$ cat src/rtl/irq_steer_pkg.sv
package irq_steer_pkg;
  localparam int PROC_W  = 3;
  localparam int LVL_W   = 2;
  localparam int ROUTE_W = PROC_W + LVL_W;

  typedef struct packed {
    logic [LVL_W-1:0]  lvl;
    logic [PROC_W-1:0] proc;
  } route_t;

  localparam route_t ROUTE_NONE = '{lvl: 2'd0, proc: 3'd7};

  localparam int BASE_STAT = 'h40;
  localparam int BASE_MASK = 'h60;
  localparam int BASE_PEND = 'h80;
endpackage

$ cat src/rtl/irq_steer_edge.sv
module irq_steer_edge #(
  parameter int W      = 8,
  parameter int STAGES = 2
) (
  input  logic         clk,
  input  logic         rst_n,
  input  logic [W-1:0] din,
  output logic [W-1:0] rise
);
  logic [W-1:0] samp;
  logic [W-1:0] prev_q;

  generate
    if (STAGES == 0) begin : g_direct
      assign samp = din;
    end else begin : g_sync
      logic [W-1:0] chain_q [STAGES];
      always_ff @(posedge clk or negedge rst_n) begin
        if (!rst_n) begin
          for (int i = 0; i < STAGES; i++) chain_q[i] <= '0;
        end else begin
          chain_q[0] <= din;
          for (int i = 1; i < STAGES; i++) chain_q[i] <= chain_q[i-1];
        end
      end
      assign samp = chain_q[STAGES-1];
    end
  endgenerate

  always_ff @(posedge clk or negedge rst_n) begin
    if (!rst_n) prev_q <= '0;
    else        prev_q <= samp;
  end

  assign rise = samp & ~prev_q;

  // a level held high yields a single edge pulse
  assert_single_edge_R10: assert property (@(posedge clk) disable iff (!rst_n)
    (rise != '0) |=> ((rise & $past(rise)) == '0));
endmodule

$ cat src/rtl/irq_steer_decode.sv
module irq_steer_decode
  import irq_steer_pkg::*;
#(
  parameter int N_SRC  = 32,
  parameter int N_PROC = 5,
  parameter int N_LVL  = 3,
  localparam int N_BANK = N_PROC * N_LVL
) (
  input  logic                              clk,
  input  logic                              rst_n,
  input  logic [N_SRC-1:0]                  rise,
  input  logic [N_SRC*ROUTE_W-1:0]          route_flat,
  output logic [N_BANK-1:0][N_SRC-1:0]      set_vec
);
  always_comb begin
    int pr;
    int lv;
    set_vec = '0;
    for (int s = 0; s < N_SRC; s++) begin
      pr = int'(route_flat[s*ROUTE_W +: PROC_W]);
      lv = int'(route_flat[s*ROUTE_W+PROC_W +: LVL_W]);
      if (rise[s] && pr < N_PROC && lv < N_LVL)
        set_vec[pr*N_LVL+lv][s] = 1'b1;
    end
  end

  generate
    for (genvar s = 0; s < N_SRC; s++) begin : g_col
      logic [N_BANK-1:0] col;
      for (genvar k = 0; k < N_BANK; k++) begin : g_bit
        assign col[k] = set_vec[k][s];
      end
      // a source event reaches at most one processor and level
      assert_one_target_R4: assert property (@(posedge clk) disable iff (!rst_n)
        $onehot0(col));
    end
  endgenerate
endmodule

$ cat src/rtl/irq_steer_bank.sv
module irq_steer_bank #(
  parameter int N_SRC = 32
) (
  input  logic             clk,
  input  logic             rst_n,
  input  logic [N_SRC-1:0] set_bits,
  input  logic [N_SRC-1:0] clr_bits,
  input  logic             mask_we,
  input  logic [N_SRC-1:0] mask_wdata,
  output logic [N_SRC-1:0] status,
  output logic [N_SRC-1:0] mask,
  output logic [N_SRC-1:0] pending,
  output logic             any_pend
);
  always_ff @(posedge clk or negedge rst_n) begin
    if (!rst_n) begin
      status <= '0;
      mask   <= '0;
    end else begin
      status <= (status & ~clr_bits) | set_bits;
      if (mask_we) mask <= mask_wdata;
    end
  end

  assign pending  = status & mask;
  assign any_pend = |pending;

  assert_set_wins_R9: assert property (@(posedge clk) disable iff (!rst_n)
    (set_bits != '0) |=> ((status & $past(set_bits)) == $past(set_bits)));
  assert_clear_R5: assert property (@(posedge clk) disable iff (!rst_n)
    ((clr_bits & ~set_bits) != '0) |=> ((status & $past(clr_bits & ~set_bits)) == '0));
  assert_mask_hold_R6: assert property (@(posedge clk) disable iff (!rst_n)
    !mask_we |=> $stable(mask));
endmodule

$ cat src/rtl/irq_steer.sv
module irq_steer
  import irq_steer_pkg::*;
#(
  parameter int N_INT      = 8,
  parameter int N_EXT      = 24,
  parameter int N_PROC     = 5,
  parameter int N_LVL      = 3,
  parameter int SYNC_DEPTH = 2,
  parameter int ADDR_W     = 8,
  parameter int DATA_W     = 32
) (
  input  logic              clk,
  input  logic              rst_n,
  input  logic [N_EXT-1:0]  ext_req,
  input  logic [N_INT-1:0]  int_req,
  input  logic [ADDR_W-1:0] bus_addr,
  input  logic [DATA_W-1:0] bus_wdata,
  input  logic              bus_we,
  output logic [DATA_W-1:0] bus_rdata,
  output logic [N_PROC-1:0] irq_urgent,
  output logic [N_PROC-1:0] irq_normal
);
  localparam int N_SRC  = N_INT + N_EXT;
  localparam int N_BANK = N_PROC * N_LVL;
  localparam int STRIDE = 1 << $clog2(N_LVL);

  logic [N_INT-1:0]               rise_int;
  logic [N_EXT-1:0]               rise_ext;
  logic [N_SRC-1:0]               rise_all;
  route_t                         route_q [N_SRC];
  logic [N_SRC*ROUTE_W-1:0]       route_flat;
  logic [N_BANK-1:0][N_SRC-1:0]   set_vec;
  logic [N_SRC-1:0]               status_a  [N_BANK];
  logic [N_SRC-1:0]               mask_a    [N_BANK];
  logic [N_SRC-1:0]               pending_a [N_BANK];
  logic [N_BANK-1:0]              any_a;

  irq_steer_edge #(.W(N_INT), .STAGES(0)) u_int_edge (
    .clk(clk), .rst_n(rst_n), .din(int_req), .rise(rise_int));
  irq_steer_edge #(.W(N_EXT), .STAGES(SYNC_DEPTH)) u_ext_edge (
    .clk(clk), .rst_n(rst_n), .din(ext_req), .rise(rise_ext));

  assign rise_all = {rise_ext, rise_int};

  generate
    for (genvar s = 0; s < N_SRC; s++) begin : g_route
      always_ff @(posedge clk or negedge rst_n) begin
        if (!rst_n)
          route_q[s] <= ROUTE_NONE;
        else if (bus_we && int'(bus_addr) == s)
          route_q[s] <= route_t'(bus_wdata[ROUTE_W-1:0]);
      end
      assign route_flat[s*ROUTE_W +: ROUTE_W] = route_q[s];
    end
  endgenerate

  irq_steer_decode #(.N_SRC(N_SRC), .N_PROC(N_PROC), .N_LVL(N_LVL)) u_decode (
    .clk(clk), .rst_n(rst_n), .rise(rise_all), .route_flat(route_flat),
    .set_vec(set_vec));

  generate
    for (genvar p = 0; p < N_PROC; p++) begin : g_proc
      for (genvar l = 0; l < N_LVL; l++) begin : g_lvl
        localparam int K = p * N_LVL + l;
        logic [N_SRC-1:0] clr_bits;
        logic             mask_we;
        assign clr_bits = (bus_we && int'(bus_addr) == BASE_STAT + p*STRIDE + l)
                          ? bus_wdata[N_SRC-1:0] : '0;
        assign mask_we  = bus_we && int'(bus_addr) == BASE_MASK + p*STRIDE + l;
        irq_steer_bank #(.N_SRC(N_SRC)) u_bank (
          .clk(clk), .rst_n(rst_n),
          .set_bits(set_vec[K]), .clr_bits(clr_bits),
          .mask_we(mask_we), .mask_wdata(bus_wdata[N_SRC-1:0]),
          .status(status_a[K]), .mask(mask_a[K]), .pending(pending_a[K]),
          .any_pend(any_a[K]));
      end

      // an asserted output is backed by a set status bit of that processor
      assert_out_backed_R8: assert property (@(posedge clk) disable iff (!rst_n)
        (irq_urgent[p] || irq_normal[p]) |->
          ((status_a[p*N_LVL] | status_a[p*N_LVL+N_LVL-1]
            | status_a[p*N_LVL+(N_LVL>2 ? 1 : 0)]) != '0));
    end
  endgenerate

  always_comb begin
    for (int p = 0; p < N_PROC; p++) begin
      irq_urgent[p] = any_a[p*N_LVL];
      irq_normal[p] = 1'b0;
      for (int l = 1; l < N_LVL; l++) irq_normal[p] = irq_normal[p] | any_a[p*N_LVL+l];
    end
  end

  always_comb begin
    bus_rdata = '0;
    for (int s = 0; s < N_SRC; s++)
      if (int'(bus_addr) == s) bus_rdata[ROUTE_W-1:0] = route_q[s];
    for (int p = 0; p < N_PROC; p++) begin
      for (int l = 0; l < N_LVL; l++) begin
        if (int'(bus_addr) == BASE_STAT + p*STRIDE + l) bus_rdata[N_SRC-1:0] = status_a[p*N_LVL+l];
        if (int'(bus_addr) == BASE_MASK + p*STRIDE + l) bus_rdata[N_SRC-1:0] = mask_a[p*N_LVL+l];
        if (int'(bus_addr) == BASE_PEND + p*STRIDE + l) bus_rdata[N_SRC-1:0] = pending_a[p*N_LVL+l];
      end
    end
  end

  // routing registers change only on a bus write
  assert_route_hold_R4: assert property (@(posedge clk) disable iff (!rst_n)
    !bus_we |=> $stable(route_flat));
endmodule

$ cat config.mk
export PLATFORM = sky130hd
export DESIGN_NAME = irq_steer
export DESIGN_NICKNAME = d
export VERILOG_FILES = /design/src/rtl/irq_steer_pkg.sv /design/src/rtl/irq_steer_edge.sv /design/src/rtl/irq_steer_decode.sv /design/src/rtl/irq_steer_bank.sv /design/src/rtl/irq_steer.sv
export SDC_FILE = /design/constraint.sdc
export NUM_CORES = 2
export LEC_CHECK = 0
export ABC_AREA = 0
export BUFFER_PORTS_ARGS = -buffer_cell sky130_fd_sc_hd__buf_2
export CORE_MARGIN = 2
export CORE_UTILIZATION = 37
export DETAILED_ROUTE_END_ITERATION = 16
export PLACE_DENSITY = 0.63
export SYNTH_ARGS = -nofsm -noshare
export SYNTH_HDL_FRONTEND = slang
export SYNTH_HIERARCHICAL = 1
export SYNTH_SLANG_ARGS = --single-unit
$ cat constraint.sdc
create_clock -name clk -period 3.3 [get_ports clk]
set_input_delay 0.33 -clock clk [delete_from_list [all_inputs] [get_ports clk]]
set_output_delay 0.33 -clock clk [all_outputs]
set_load 0.05 [all_outputs]
==> flow_metrics.tcl <==
set metrics [dict create \
    clk_pin_slew_ps 50 \
    yosysWarnings 6 \
    synth-main-ff-cell "dfrtp_1" \
    cts-htree-levels 4 \
    dp_hpwl_um 296000 \
    drtIter0Drc 9896 \
    worstMarginPinSlew_ps 1180 \
    reg2reg_slack_ps -30 \
    crit_fanout 2 \
    grt_antenna_before_repair 8 \
    ant_nets 0 \
    finalWorstSetupSlack_ps -669 \
    skew_ps 54.9 \
    final.setup.tns_ps -9050 \
    yosysUniqueCellTypes 105 \
    drive_gt1_share_pct 31.7 \
    final_util_pct 47.9 \
    io_pins 117 \
    yosys.area.top_type_share_pct 35.6 \
    cts_buffer_depth 3 \
    synthTopCellsByCount "1,104 x dfrtp_1, 631 x nor2_1, 602 x inv_1, 559 x mux2_2, 524 x and2_1" \
    die_area_mm2 0.213 \
    synthTopCellsByArea "dfrtp_1 36%, mux2_2 8.1%, a21o_1 4.8%, and2_1 4.2%, and3_1 3.8%" \
    slew_headroom_pct 20.8 \
    status "complete, but fails checks" \
    leakage_nw 50.0 \
    nets 9617 \
    arrival_ps 3640 \
    synth_largest_area_cell "dfrtp_1" \
    route.detailed.drc 0 \
    clock_latency_ps 840 \
    die_width_um 462 \
    ys_seq_area_share_pct 38.8 \
    ys_seq_elements 1200 \
    syn_nets 8570 \
    grt_pass1_wl_um 528000 \
    startpoint_type "flip-flop" \
    grt_use_met3_pct 11.7 \
    drt_first_pass_iters 6 \
    busiest_layer "met2" \
    rows 168 \
    finalNonFillerCells 12220 \
    synthArstFlopShare_pct 100 \
    fin_crit_sh_pct 120 \
    irDropWorstVdd_v 0.000491 \
    avgSynthCellArea_um2 9.41 \
    grt.met1_usage_pct 46.1 \
    numCtsBuffers 149 \
    cts.sinks 1200 \
    nFillCells 19336 \
    crit_required_ps 2970 \
    initial_core_util_pct 37.1 \
    synth_area_mm2 0.0776 \
    root_buffer "clkbuf_16" \
    reg2reg_depth 7 \
    fin_crit_ps 3970 \
    wl_um 378000 \
    crit_path_end_kind "output port" \
    setup_viol 41 \
    die_h_um 462 \
    synth.most_common_cell "dfrtp_1" \
    maxCapViolations 0 \
    grt_pass1_vias 71917 \
    reg2reg_from "route_flat[116]" \
    gp_congestion 1.05 \
    wire_per_inst_um 30.9 \
    overflow 0 \
    synth_cells 8247 \
    slew_violations 0 \
    area_delta_synth_final_pct 29.2 \
    fmax_mhz 252 \
    grt_usage_pct 34.4 \
    cts_tree "yes" \
    path_class "flip-flop to output port" \
    grtUsageMet2_pct 49.0 \
    core_mm2 0.209 \
    rsz0062_at_grt "yes" \
    power_density_mw_per_mm2 415 \
    grt_max_degree 118 \
    violations "negative setup slack" \
    port_buffers 116 \
    hold_class "input pin to asynchronous set/reset pin" \
    synth_edf_count 0 \
    via_per_inst 6.12 \
    rr_endpoint "g_proc[3].g_lvl[2].u_bank/status[23]" \
    hold_violations 0 \
    vias 74847 \
    dp.cells 11759 \
]
[state kept, by name (all words and copies together) (netlist names)]
| name | flops |
|---|---|
| g_proc.g_lvl.u_bank/mask | 480 |
| g_proc.g_lvl.u_bank/status | 480 |
| route_flat | 160 |
| u_ext_edge/g_sync.chain_q | 24 |
| u_ext_edge/prev_q | 24 |
| u_ext_edge/samp | 24 |
| u_int_edge/prev_q | 8 |
[metrics by stage]
step | cell area (um2) | hold WS, ps | setup slack (ps) | power, mW
5_1_grt | 100000 | 92.4 | -675 | 42.8
3_3_place_gp | 89800 | 333 | -964 | 23.2
3_5_place_dp | 89800 | 335 | -893 | 23.3
4_1_cts | 98500 | 55.6 | -604 | 41.3
6_report | 100000 | 89.6 | -669 | 41.6
2_1_floorplan | 77600 | 34.4 | 45.8 | 20.0
[power by group]
group / internal (mW) / switching (mW) / total (mW)
logic: 2.77 / 3.92 / 6.70
clock network: 10.4 / 7.19 / 17.6
registers: 16.0 / 1.30 / 17.3
[cells in the final DEF (no fill, tap or decap), types with 184 or more instances in the layout]
cell / count
dfrtp_1: 1088
buf_4: 1042
inv_1: 599
nor2_1: 591
mux2_2: 554
a21o_1: 498
and2_1: 491
and3_1: 456
nand2_1: 287
a21oi_1: 261
ha_1: 184
[kinds of logic after synthesis]
kind of cell | count (synthesis) | share of synthesized area, %
compound gates | 2024 | 18.5
xor+xnor | 60 | 0.677
fa+ha+maj | 248 | 4.62
buf+inv | 1121 | 5.86
flops | 1200 | 38.8
mux | 721 | 10.4
simple gates | 2873 | 21.2
[worst max-delay path, stage by stage, from the launching register on]
cell and delay [ps]:
dfstp_2 610, o2bb2ai_2 130, nand3_2 120, a221oi_2 250
o21ai_1 120, a21oi_1 170, buf_4 150, o31a_1 290
o211ai_1 230, a311oi_4 530, buf_12 200
[routing by layer]
layer	wire [um]	part of all wire (%)	vias up
met2	155000	41	4371
met1	153000	41	37669
li1	-	-	31963
met3	47100	12	840
met4	21500	5.7	4
met5	172	0.046	-
[timing repair]
item / CTS / global route
pin swaps: 218 / 205
endpoints found under the hold margin: 256 / 0
setup endpoints to repair: 45 / 58
buffers inserted: 98 / 84
gates cloned: 3 / 3
resized for setup: 557 / 264
hold buffers: 33 / 0
[worst max path at each step]
| stage | from | end | slack, ps |
|---|---|---|---|
| final | route_flat[125] | bus_rdata[0] | -670 |
| after global routing | route_flat[125] | bus_rdata[0] | -670 |
| after CTS | route_flat[125] | bus_rdata[0] | -600 |
| after detailed placement | bus_addr[1] | bus_rdata[29] | -890 |
| after global placement | bus_addr[1] | bus_rdata[29] | -960 |
| after floorplan | bus_addr[1] | bus_rdata[21] | 50 |
[cell type report]
cell class | count | area (um2) | area share (%)
Multi-Input combinational cell | 5926 | 45900 | 45.8
Sequential cell | 1200 | 30200 | 30.1
Timing Repair Buffer | 1414 | 13200 | 13.2
Clock buffer | 219 | 4390 | 4.38
Tap cell | 2805 | 3510 | 3.50
Inverter | 603 | 2270 | 2.26
Clock inverter | 49 | 779 | 0.777
Antenna cell | 4 | 10.0 | 0.00998
Note: power is estimated with default switching activity, not from simulation.
